## src/rtl/xcvr_rcfg_arb_pkg.sv

```systemverilog
package xcvr_rcfg_arb_pkg;
  localparam int unsigned N_SIDES = 2;
  localparam int unsigned SIDE_RX = 0;
  localparam int unsigned SIDE_TX = 1;

  typedef enum logic [1:0] {
    OWN_NONE = 2'd0,
    OWN_RX   = 2'd1,
    OWN_TX   = 2'd2
  } owner_e;
endpackage

```

## src/rtl/xcvr_rcfg_arb_ctrl.sv

```systemverilog
module xcvr_rcfg_arb_ctrl
  import xcvr_rcfg_arb_pkg::*;
(
  input  logic               clk_i,
  input  logic               rst_ni,
  input  logic [N_SIDES-1:0] en_i,
  input  logic [N_SIDES-1:0] acc_i,
  input  logic [N_SIDES-1:0] cal_i,
  output logic [N_SIDES-1:0] gnt_o
);
  owner_e owner_q, owner_d;
  logic   pref_tx_q, pref_tx_d;
  logic   rel;

  always_comb begin
    unique case (owner_q)
      OWN_RX:  rel = ~(en_i[SIDE_RX] | acc_i[SIDE_RX] | cal_i[SIDE_RX]);
      OWN_TX:  rel = ~(en_i[SIDE_TX] | acc_i[SIDE_TX] | cal_i[SIDE_TX]);
      default: rel = 1'b1;
    endcase
  end

  // round-robin pointer only moves on contention
  always_comb begin
    owner_d   = owner_q;
    pref_tx_d = pref_tx_q;
    if (rel) begin
      if (&en_i) begin
        owner_d   = pref_tx_q ? OWN_TX : OWN_RX;
        pref_tx_d = ~pref_tx_q;
      end else if (en_i[SIDE_RX]) begin
        owner_d = OWN_RX;
      end else if (en_i[SIDE_TX]) begin
        owner_d = OWN_TX;
      end else begin
        owner_d = OWN_NONE;
      end
    end
  end

  always_ff @(posedge clk_i or negedge rst_ni) begin
    if (!rst_ni) begin
      owner_q   <= OWN_NONE;
      pref_tx_q <= 1'b0;
    end else begin
      owner_q   <= owner_d;
      pref_tx_q <= pref_tx_d;
    end
  end

  assign gnt_o[SIDE_RX] = (owner_q == OWN_RX);
  assign gnt_o[SIDE_TX] = (owner_q == OWN_TX);
endmodule

```

## src/rtl/xcvr_rcfg_arb_cmd_mux.sv

```systemverilog
module xcvr_rcfg_arb_cmd_mux
  import xcvr_rcfg_arb_pkg::*;
#(
  parameter int unsigned CMD_W = 46
) (
  input  logic [N_SIDES-1:0]            gnt_i,
  input  logic [N_SIDES-1:0][CMD_W-1:0] cmd_i,
  output logic [CMD_W-1:0]              cmd_o
);
  // and-or select, zero when idle
  always_comb begin
    cmd_o = '0;
    for (int s = 0; s < N_SIDES; s++) begin
      if (gnt_i[s]) cmd_o = cmd_o | cmd_i[s];
    end
  end
endmodule

```

## src/rtl/xcvr_rcfg_arb_side_gate.sv

```systemverilog
module xcvr_rcfg_arb_side_gate #(
  parameter int unsigned DATA_W = 32
) (
  input  logic              rst_ni,
  input  logic              own_self_i,
  input  logic              own_other_i,
  input  logic              cal_self_i,
  input  logic              cal_other_i,
  input  logic              xc_wait_i,
  input  logic [DATA_W-1:0] xc_rdata_i,
  output logic              wait_o,
  output logic [DATA_W-1:0] rdata_o,
  output logic              cal_busy_o
);
  assign wait_o  = ~own_self_i | xc_wait_i;
  assign rdata_o = own_self_i ? xc_rdata_i : '0;

  always_comb begin
    if (!rst_ni)          cal_busy_o = 1'b1;
    else if (own_self_i)  cal_busy_o = cal_self_i;
    else if (own_other_i) cal_busy_o = 1'b1;
    else                  cal_busy_o = cal_self_i | cal_other_i;
  end
endmodule

```

## src/rtl/xcvr_rcfg_arb.sv

```systemverilog
module xcvr_rcfg_arb
  import xcvr_rcfg_arb_pkg::*;
#(
  parameter int unsigned ADDR_W = 10,
  parameter int unsigned DATA_W = 32,
  parameter int unsigned CHAN_W = 2
) (
  input  logic              clk_i,
  input  logic              rst_ni,
  input  logic              rx_en_i,
  input  logic [CHAN_W-1:0] rx_chan_i,
  input  logic              rx_write_i,
  input  logic              rx_read_i,
  input  logic [ADDR_W-1:0] rx_addr_i,
  input  logic [DATA_W-1:0] rx_wdata_i,
  output logic [DATA_W-1:0] rx_rdata_o,
  output logic              rx_wait_o,
  input  logic              tx_en_i,
  input  logic [CHAN_W-1:0] tx_chan_i,
  input  logic              tx_write_i,
  input  logic              tx_read_i,
  input  logic [ADDR_W-1:0] tx_addr_i,
  input  logic [DATA_W-1:0] tx_wdata_i,
  output logic [DATA_W-1:0] tx_rdata_o,
  output logic              tx_wait_o,
  output logic              xc_write_o,
  output logic              xc_read_o,
  output logic [CHAN_W-1:0] xc_chan_o,
  output logic [ADDR_W-1:0] xc_addr_o,
  output logic [DATA_W-1:0] xc_wdata_o,
  input  logic [DATA_W-1:0] rx_xc_rdata_i,
  input  logic              rx_xc_wait_i,
  input  logic [DATA_W-1:0] tx_xc_rdata_i,
  input  logic              tx_xc_wait_i,
  input  logic              rx_cal_busy_i,
  input  logic              tx_cal_busy_i,
  output logic              rx_cal_busy_o,
  output logic              tx_cal_busy_o
);
  localparam int unsigned CMD_W = 2 + CHAN_W + ADDR_W + DATA_W;

  logic [N_SIDES-1:0]             gnt, en, acc, cal, xc_wait, wait_s, cal_o;
  logic [N_SIDES-1:0][CMD_W-1:0]  cmd_side;
  logic [N_SIDES-1:0][DATA_W-1:0] xc_rdata, rdata_s;
  logic [CMD_W-1:0]               cmd_sel;
  logic                           gnt_rx, gnt_tx;

  assign en  = {tx_en_i, rx_en_i};
  assign acc = {tx_write_i | tx_read_i, rx_write_i | rx_read_i};
  assign cal = {tx_cal_busy_i, rx_cal_busy_i};
  assign xc_wait  = {tx_xc_wait_i, rx_xc_wait_i};
  assign xc_rdata = {tx_xc_rdata_i, rx_xc_rdata_i};
  assign cmd_side[SIDE_RX] = {rx_write_i, rx_read_i, rx_chan_i, rx_addr_i, rx_wdata_i};
  assign cmd_side[SIDE_TX] = {tx_write_i, tx_read_i, tx_chan_i, tx_addr_i, tx_wdata_i};

  xcvr_rcfg_arb_ctrl u_ctrl (
    .clk_i  (clk_i),
    .rst_ni (rst_ni),
    .en_i   (en),
    .acc_i  (acc),
    .cal_i  (cal),
    .gnt_o  (gnt)
  );

  xcvr_rcfg_arb_cmd_mux #(.CMD_W(CMD_W)) u_mux (
    .gnt_i (gnt),
    .cmd_i (cmd_side),
    .cmd_o (cmd_sel)
  );

  assign {xc_write_o, xc_read_o, xc_chan_o, xc_addr_o, xc_wdata_o} = cmd_sel;

  for (genvar s = 0; s < N_SIDES; s++) begin : g_side
    xcvr_rcfg_arb_side_gate #(.DATA_W(DATA_W)) u_gate (
      .rst_ni      (rst_ni),
      .own_self_i  (gnt[s]),
      .own_other_i (gnt[N_SIDES-1-s]),
      .cal_self_i  (cal[s]),
      .cal_other_i (cal[N_SIDES-1-s]),
      .xc_wait_i   (xc_wait[s]),
      .xc_rdata_i  (xc_rdata[s]),
      .wait_o      (wait_s[s]),
      .rdata_o     (rdata_s[s]),
      .cal_busy_o  (cal_o[s])
    );
  end

  assign rx_wait_o     = wait_s[SIDE_RX];
  assign tx_wait_o     = wait_s[SIDE_TX];
  assign rx_rdata_o    = rdata_s[SIDE_RX];
  assign tx_rdata_o    = rdata_s[SIDE_TX];
  assign rx_cal_busy_o = cal_o[SIDE_RX];
  assign tx_cal_busy_o = cal_o[SIDE_TX];
  assign gnt_rx        = gnt[SIDE_RX];
  assign gnt_tx        = gnt[SIDE_TX];
endmodule

```

## config.mk

```make
export PLATFORM = sky130hd
export DESIGN_NAME = xcvr_rcfg_arb
export DESIGN_NICKNAME = d
export VERILOG_FILES = /design/src/rtl/xcvr_rcfg_arb_pkg.sv /design/src/rtl/xcvr_rcfg_arb_ctrl.sv /design/src/rtl/xcvr_rcfg_arb_cmd_mux.sv /design/src/rtl/xcvr_rcfg_arb_side_gate.sv /design/src/rtl/xcvr_rcfg_arb.sv
export SDC_FILE = /design/constraint.sdc
export NUM_CORES = 1
export LEC_CHECK = 0
export ABC_CLOCK_PERIOD_IN_PS = 3250
export BUFFER_PORTS_ARGS = -buffer_cell sky130_fd_sc_hd__buf_4
export CAP_MARGIN = 5
export CORE_AREA = 2 2 107 109
export DETAILED_ROUTE_END_ITERATION = 16
export DIE_AREA = 0 0 109 111
export PLACE_DENSITY = 0.53
export SLEW_MARGIN = 25
export SYNTH_ARGS = -nofsm -noshare
export SYNTH_HDL_FRONTEND = slang
export SYNTH_SLANG_ARGS = --single-unit
```

## constraint.sdc

```tcl
create_clock -name clk_i -period 3.25 [get_ports clk_i]
set_clock_uncertainty 0.1 [all_clocks]
set_input_delay 0.65 -clock clk_i [delete_from_list [all_inputs] [get_ports clk_i]]
set_output_delay 0.65 -clock clk_i [all_outputs]
set_load 0.1 [all_outputs]
```

==> results of run 1 <==
## layout make-up
cell class | instances | area [µm²] | area share
inverters | 3 | 11.3 | 0.00329
repair buffers | 280 | 2110 | 0.618
flip-flops and latches | 3 | 75.1 | 0.0220
well taps | 143 | 179 | 0.0523
multi-input cells | 133 | 961 | 0.281
clock buffers | 4 | 78.8 | 0.0231
## cell usage after synthesis (2+ instances only)
cell | number | area (µm²)
a22o_1 | 45 | 394
and2_1 | 64 | 400
buf_2 | 12 | 60.1
clkbuf_1 | 6 | 22.5
dfrtp_1 | 3 | 75.1
ha_1 | 2 | 25.0
inv_1 | 3 | 11.3
nand2_1 | 3 | 11.3
nand2b_1 | 2 | 12.5
nand3_1 | 2 | 10.0
nor2_1 | 2 | 7.51
nor2b_1 | 2 | 12.5
o21ai_1 | 3 | 15.0
## state kept, by name, indices dropped and copies added (netlist names)
register	flops
u_ctrl.owner_q	2
u_ctrl.pref_tx_q	1
## layer usage
metal  part of all wire  vias up  routed length, µm  GRT usage
li1                   -     1088                  -          -
met3              0.079       18                597     0.0170
met1               0.37     1007               2790      0.127
met2               0.53      136               4010      0.210
met5                  0        -                  0          0
met4              0.025        0                191     0.0376
## cells by family after synthesis
group           share of synthesized area
fa+ha+maj                          0.0222
mux                               0.00890
xor+xnor                          0.00779
simple gates                        0.426
compound gates                      0.385
buf+inv                            0.0834
flops                              0.0667
## stage by stage
step | util | std cells | hold slack, ns | cell area [µm²]
after global placement | 0.302 | 562 | 0.351 | 3340
after global routing | 0.309 | 566 | 0.120 | 3420
after detailed placement | 0.302 | 562 | 0.352 | 3340
final | 0.309 | 566 | 0.118 | 3420
after floorplan | - | 157 | 0.254 | 1120
after CTS | 0.309 | 566 | 0.118 | 3420
## critical path: stages (launching register included)
cell	delay [ns]
dfrtp_1	0.37
inv_1	0.08
ha_2	0.50
buf_12	0.29
a22o_1	0.18
buf_4	0.28
## worst min path at each step
stage                                               end  slack (ns)  cells after the start
final                      u_ctrl.pref_tx_q$_DFFE_PN0P_        0.12                      1
after detailed placement   u_ctrl.pref_tx_q$_DFFE_PN0P_        0.35                      1
after global placement     u_ctrl.pref_tx_q$_DFFE_PN0P_        0.35                      1
after CTS                  u_ctrl.pref_tx_q$_DFFE_PN0P_        0.12                      1
after floorplan           u_ctrl.owner_q[0]$_DFFE_PN0P_        0.25                      0
after global routing      u_ctrl.owner_q[1]$_DFFE_PN0P_        0.12                      1
==> run summary, run 1 <==
status = complete, no violations
Antenna diodes = 0
DR iter-0 viols = 58
Setup Fix Bufs, Post-CTS = 0
pre-CTS setup slack = 0.759 ns
WL final = 7590 µm
core area = 11100 µm²
EDFF count, synth = 0
gp weighted congestion = 0.916
fin crit share = 0.835
die height = 111 µm
Setup Total Neg Slack = 0 ns
CTS max path bufs = 2
Initial Utilization = 0.102
Syn-to-layout area delta = 204%
number of buffers created by CTS = 3
H-tree depth = 1
cts repair resizes = 0
Setup crit start = u_ctrl.owner_q[1]$_DFFE_PN0P_
Total GRT Usage = 0.113
FF-to-FF Start = u_ctrl.owner_q[0]$_DFFE_PN0P_
first-pass iteration count of the detailed router = 4
WP data required = 2.50 ns
startpoint types = register
average wire per cell in the routed design = 13.4 µm
grt total ovfl = 0
fin crit period = 2.71 ns
area of the mapped netlist = 1120 µm²
hold crit path type = input pin to asynchronous set/reset pin
pin count of the biggest net entering global routing = 60
max-cap violations = 0
I/O Pins = 278
Setup crit end = xc_wdata_o[24]
Max transition margin = 0.669
commonest non-fill, non-tap cell in the layout = buf_4
DIE WIDTH = 109 µm
Worst Path Max Fanout = 59
clock latency on the worst-skew pair = 0.22 ns
port bufs = 277
clk root buf = clkbuf_16
# rows = 39
CP Class = register to output port
layout cells sized above 1 = 0.683
share of synthesized registers carrying an async set or reset = 1.00
YS warnings = 0
Final #Nets = 590
initial antenna violation count = 0
flops & latches, synth = 3
final hold violations = 0
commonest cells after routing, fill and taps aside = 279 x buf_4, 64 x and2_1, 45 x a22o_1
Syn Nets = 323
fillers = 1186
RSZ-0062 raised after global routing = no
Cells after Synth = 157
R2R cell count = 6
r2r endpoint = u_ctrl.owner_q[1]$_DFFE_PN0P_
PnR worst setup slack = 0.537 ns
Netlist cell types = 21
detailed placement HPWL = 6460 µm
R2R setup slack = 1.67 ns
Max Freq = 0.369 GHz
Worst-Margin Slew = 0.497 ns
# hold bufs at CTS = 0
critical path arrival = 1.96 ns
Main synth FF type = dfrtp_1
global-route wire length before repair = 11000 µm
via-per-instance ratio = 3.97
Die ar. = 12100 µm²
post-synthesis sequential area ratio = 0.0667
vias = 2249
fin. max-slew vios = 0
Residual DRC = 0
Post-DRT Antenna Nets = 0
TritonCTS clock tree = done
# setup viols final = 0
Clock Sink Count = 3
vias in the first global route = 2261
Critical Path End Type = output port
Syn Area/Cell = 7.16 µm²
Clock transition at path regs = 0.03 ns
Power of run 1 is not shown: default switching activity piles up to over one toggle a cycle in this logic, so the estimate is an artifact.
==> run 2, diff against run 1 <==
Settings changed: ABC_CLOCK_PERIOD_IN_PS 3250 to 2800, CORE_AREA 2 2 107 109 to 2 2 109 111, DIE_AREA 0 0 109 111 to 0 0 111 113, PLACE_DENSITY 0.53 to 0.52.
Clock period 3.25 ns to 2.8 ns, I/O delays scaled along.
==> run summary, run 2 (synthesis results as in run 1) <==
status = complete, no violations
slowest stage delay, CP = 0.39 ns
WP data required = 2.14 ns
WL final = 7830 µm
Setup Fix Bufs, Post-CTS = 0
pin count of the biggest net entering global routing = 60
CP cell instances = inv_1 -> ha_2 -> buf_4 -> and2_1 -> buf_4
fin crit share = 0.874
Setup Total Neg Slack = 0 ns
clock latency on the worst-skew pair = 0.22 ns
fin. max-slew vios = 0
Slowest-stage cell, CP = dfrtp_1
Clock Sink Count = 3
vias = 2202
max reg flops = 2
port bufs = 277
# setup viols final = 0
grt total ovfl = 0
Die ar. = 12500 µm²
hold crit path type = input pin to asynchronous set/reset pin
commonest non-fill, non-tap cell in the layout = buf_4
layout cells sized above 1 = 0.689
final hold violations = 0
commonest cells after routing, fill and taps aside = 279 x buf_4, 64 x and2_1, 45 x a22o_1
Post-DRT Antenna Nets = 0
CTS max path bufs = 2
vias in the first global route = 2182
CP Class = register to output port
Initial Utilization = 0.0998
core area = 11300 µm²
fillers = 1219
average wire per cell in the routed design = 13.8 µm
DIE WIDTH = 111 µm
startpoint types = register
PnR worst setup slack = 0.352 ns
Final #Nets = 591
via-per-instance ratio = 3.88
max-cap violations = 0
die height = 113 µm
fin crit period = 2.45 ns
Largest Register = u_ctrl.owner_q
first-pass iteration count of the detailed router = 4
# rows = 39
RSZ-0062 raised after global routing = no
critical path arrival = 1.79 ns
TritonCTS clock tree = done
global-route wire length before repair = 11500 µm
clk root buf = clkbuf_16
initial antenna violation count = 0
DR iter-0 viols = 34
DP Area = 3370 µm²
Max transition margin = 0.705
Max Freq = 0.408 GHz
H-tree depth = 1
Top cell by count, worst path = buf_4
Total GRT Usage = 0.111
post-route cell area = 3450 µm²
gp weighted congestion = 0.867
I/O Pins = 278
final hold slack = 0.0263 ns
detailed placement HPWL = 6720 µm
Syn-to-layout area delta = 206%
Largest regs = u_ctrl.owner_q x2, u_ctrl.pref_tx_q x1
Residual DRC = 0
# hold bufs at CTS = 0
Clock transition at path regs = 0.03 ns
Critical Path End Type = output port
Worst Path Max Fanout = 54
Worst-Margin Slew = 0.442 ns
Antenna diodes = 0
number of buffers created by CTS = 3
cts repair resizes = 0
pre-CTS setup slack = 0.570 ns
[run 2: changes by cell type in the layout (fill, tap and decap cells not counted), sizes merged]
cell,before,now
buf,280,281
[run 2: metal layers]
metal	share of wire	vias up	GRT usage
met2	0.53	106	0.199
li1	-	1091	-
met1	0.40	995	0.138
met4	0.012	0	0.0225
met5	0	-	0
met3	0.062	10	0.0209
[run 2: final timing paths]
kind | endpoint | startpoint | slack [ns] | cells past startpoint
setup / recovery | tx_rdata_o[25] | u_ctrl.owner_q[0]$_DFFE_PN0P_ | 0.35 | 5
hold / removal | u_ctrl.pref_tx_q$_DFFE_PN0P_ | rst_ni | 0.03 | 1
setup reg to reg | u_ctrl.owner_q[1]$_DFFE_PN0P_ | u_ctrl.owner_q[0]$_DFFE_PN0P_ | 1.22 | 6
hold reg to reg | u_ctrl.pref_tx_q$_DFFE_PN0P_ | u_ctrl.pref_tx_q$_DFFE_PN0P_ | 0.38 | 1
max in group asynchronous | u_ctrl.owner_q[0]$_DFFE_PN0P_ | rst_ni | 2.47 | 1
min in group clk_i | u_ctrl.pref_tx_q$_DFFE_PN0P_ | u_ctrl.pref_tx_q$_DFFE_PN0P_ | 0.38 | 1
[run 2: stage by stage]
step	utilization	std cells
final	0.306	567
after global routing	0.306	567
after CTS	0.306	567
after detailed placement	0.299	563
after global placement	0.299	563
after floorplan	-	157
[run 2: worst max-delay path, delay by kind of cell, from the launching register on]
kind,cells,cell delay [ns]
buf+inv,3,0.74
flops,1,0.39
simple gates,1,0.22
fa+ha+maj,1,0.17
[run 2: area by class of cell]
cell class                      instances  area (µm²)  area share
Timing Repair Buffer                  281        2130       0.619
Multi-Input combinational cell        133         968       0.281
Tap cell                              143         179      0.0519
Clock buffer                            4        78.8      0.0229
Sequential cell                         3        75.1      0.0218
Inverter                                3        11.3     0.00327
Power of run 2 is left out for the same reason.
==> run 3, diff against run 2 <==
Settings changed: CELL_PAD_IN_SITES_DETAIL_PLACEMENT set to 0, CELL_PAD_IN_SITES_GLOBAL_PLACEMENT set to 1, CORE_AREA 2 2 109 111 to 2 2 108 110, DIE_AREA 0 0 111 113 to 0 0 110 112, PLACE_DENSITY 0.52 to 0.84, SKIP_CTS_REPAIR_TIMING set to 1.
==> run summary, run 3 (synthesis results as in run 1) <==
fin crit share = 0.877
Antenna diodes = 0
first-pass iteration count of the detailed router = 4
CTS max path bufs = 2
final hold violations = 0
family with the most delay on the worst path = buffers and inverters
WL final = 7240 µm
Total GRT Usage = 0.101
detailed placement HPWL = 6200 µm
Post-DRT Antenna Nets = 0
gp weighted congestion = 0.786
final hold slack = 0.0246 ns
fin. max-slew vios = 0
Max transition margin = 0.708
Slowest-stage cell, CP = dfrtp_1
WP data required = 2.14 ns
slowest stage delay, CP = 0.39 ns
top layer in use = met4
grt total ovfl = 0
port bufs = 277
DR WL met3 = 657 µm
average wire per cell in the routed design = 12.8 µm
H-tree depth = 1
initial antenna violation count = 0
hold crit path type = input pin to asynchronous set/reset pin
commonest non-fill, non-tap cell in the layout = buf_4
max reg flops = 2
via-per-instance ratio = 3.86
clock latency on the worst-skew pair = 0.23 ns
Max Freq = 0.407 GHz
R2R cell count = 6
Clock transition at path regs = 0.03 ns
RSZ-0062 raised after global routing = no
Worst Path Max Fanout = 53
# setup viols final = 0
DR iter-0 viols = 43
critical path arrival = 1.80 ns
vias in the first global route = 2028
pin count of the biggest net entering global routing = 66
CP Class = register to output port
Clock Sink Count = 3
Largest regs = u_ctrl.owner_q x2, u_ctrl.pref_tx_q x1
number of buffers created by CTS = 3
Post-Route M1 WL = 2770 µm
max-cap violations = 0
Top cell by count, worst path = buf_4
Bufs and invs on worst path = 3
Initial Utilization = 0.101
cell depth of the worst setup path = 5
die height = 112 µm
core area = 11200 µm²
startpoint types = register
vias = 2186
Syn-to-layout area delta = 205%
global-route wire length before repair = 10000 µm
TritonCTS clock tree = done
layout cells sized above 1 = 0.689
commonest cells after routing, fill and taps aside = 280 x buf_4, 64 x and2_1, 45 x a22o_1
Final #Nets = 591
Die ar. = 12300 µm²
DIE WIDTH = 110 µm
Residual DRC = 0
# rows = 39
Largest Register = u_ctrl.owner_q
Worst-Margin Slew = 0.439 ns
clk root buf = clkbuf_16
I/O Pins = 278
met2 wire len = 3760 µm
Setup Total Neg Slack = 0 ns
fin crit period = 2.46 ns
status = complete, no violations
CP cell instances = inv_1 -> ha_2 -> buf_4 -> and2_1 -> buf_4
Critical Path End Type = output port
run 3: cell count changes in the layout (fill, tap and decap cells not counted):
cell	before	now
buf_12	2	1
buf_4	279	280
run 3: worst paths after layout:
check	end	start	slack [ns]
hold / removal	u_ctrl.owner_q[0]$_DFFE_PN0P_	rst_ni	0.02
setup reg to reg	u_ctrl.owner_q[1]$_DFFE_PN0P_	u_ctrl.owner_q[0]$_DFFE_PN0P_	1.20
setup / recovery	tx_rdata_o[22]	u_ctrl.owner_q[0]$_DFFE_PN0P_	0.34
hold reg to reg	u_ctrl.pref_tx_q$_DFFE_PN0P_	u_ctrl.pref_tx_q$_DFFE_PN0P_	0.40
min in group clk_i	u_ctrl.pref_tx_q$_DFFE_PN0P_	u_ctrl.pref_tx_q$_DFFE_PN0P_	0.40
max in group asynchronous	u_ctrl.owner_q[1]$_DFFE_PN0P_	rst_ni	2.47
run 3: stage by stage:
step | setup slack, ns | utilization | instance area, µm² | std cells
2_1_floorplan | 0.355 | - | 1130 | 157
3_3_place_gp | 0.621 | 0.300 | 3360 | 563
3_5_place_dp | 0.597 | 0.300 | 3360 | 563
4_1_cts | 0.357 | 0.307 | 3430 | 567
5_1_grt | 0.242 | 0.307 | 3430 | 567
6_report | 0.344 | 0.307 | 3430 | 567
run 3: per-layer routing:
| metal | vias to the layer above | GRT usage |
|---|---|---|
| met4 | 0 | 0.0186 |
| met3 | 8 | 0.0228 |
| met5 | - | 0 |
| met2 | 122 | 0.189 |
| li1 | 1090 | - |
| met1 | 966 | 0.116 |
run 3: area by class of cell:
class / instances / area (µm²)
Clock buffer: 4 / 78.8
Inverter: 3 / 11.3
Timing Repair Buffer: 281 / 2120
Sequential cell: 3 / 75.1
Tap cell: 143 / 179
Multi-Input combinational cell: 133 / 968
Fill cell: 1197 / 7740
Power of run 3 is left out for the same reason.
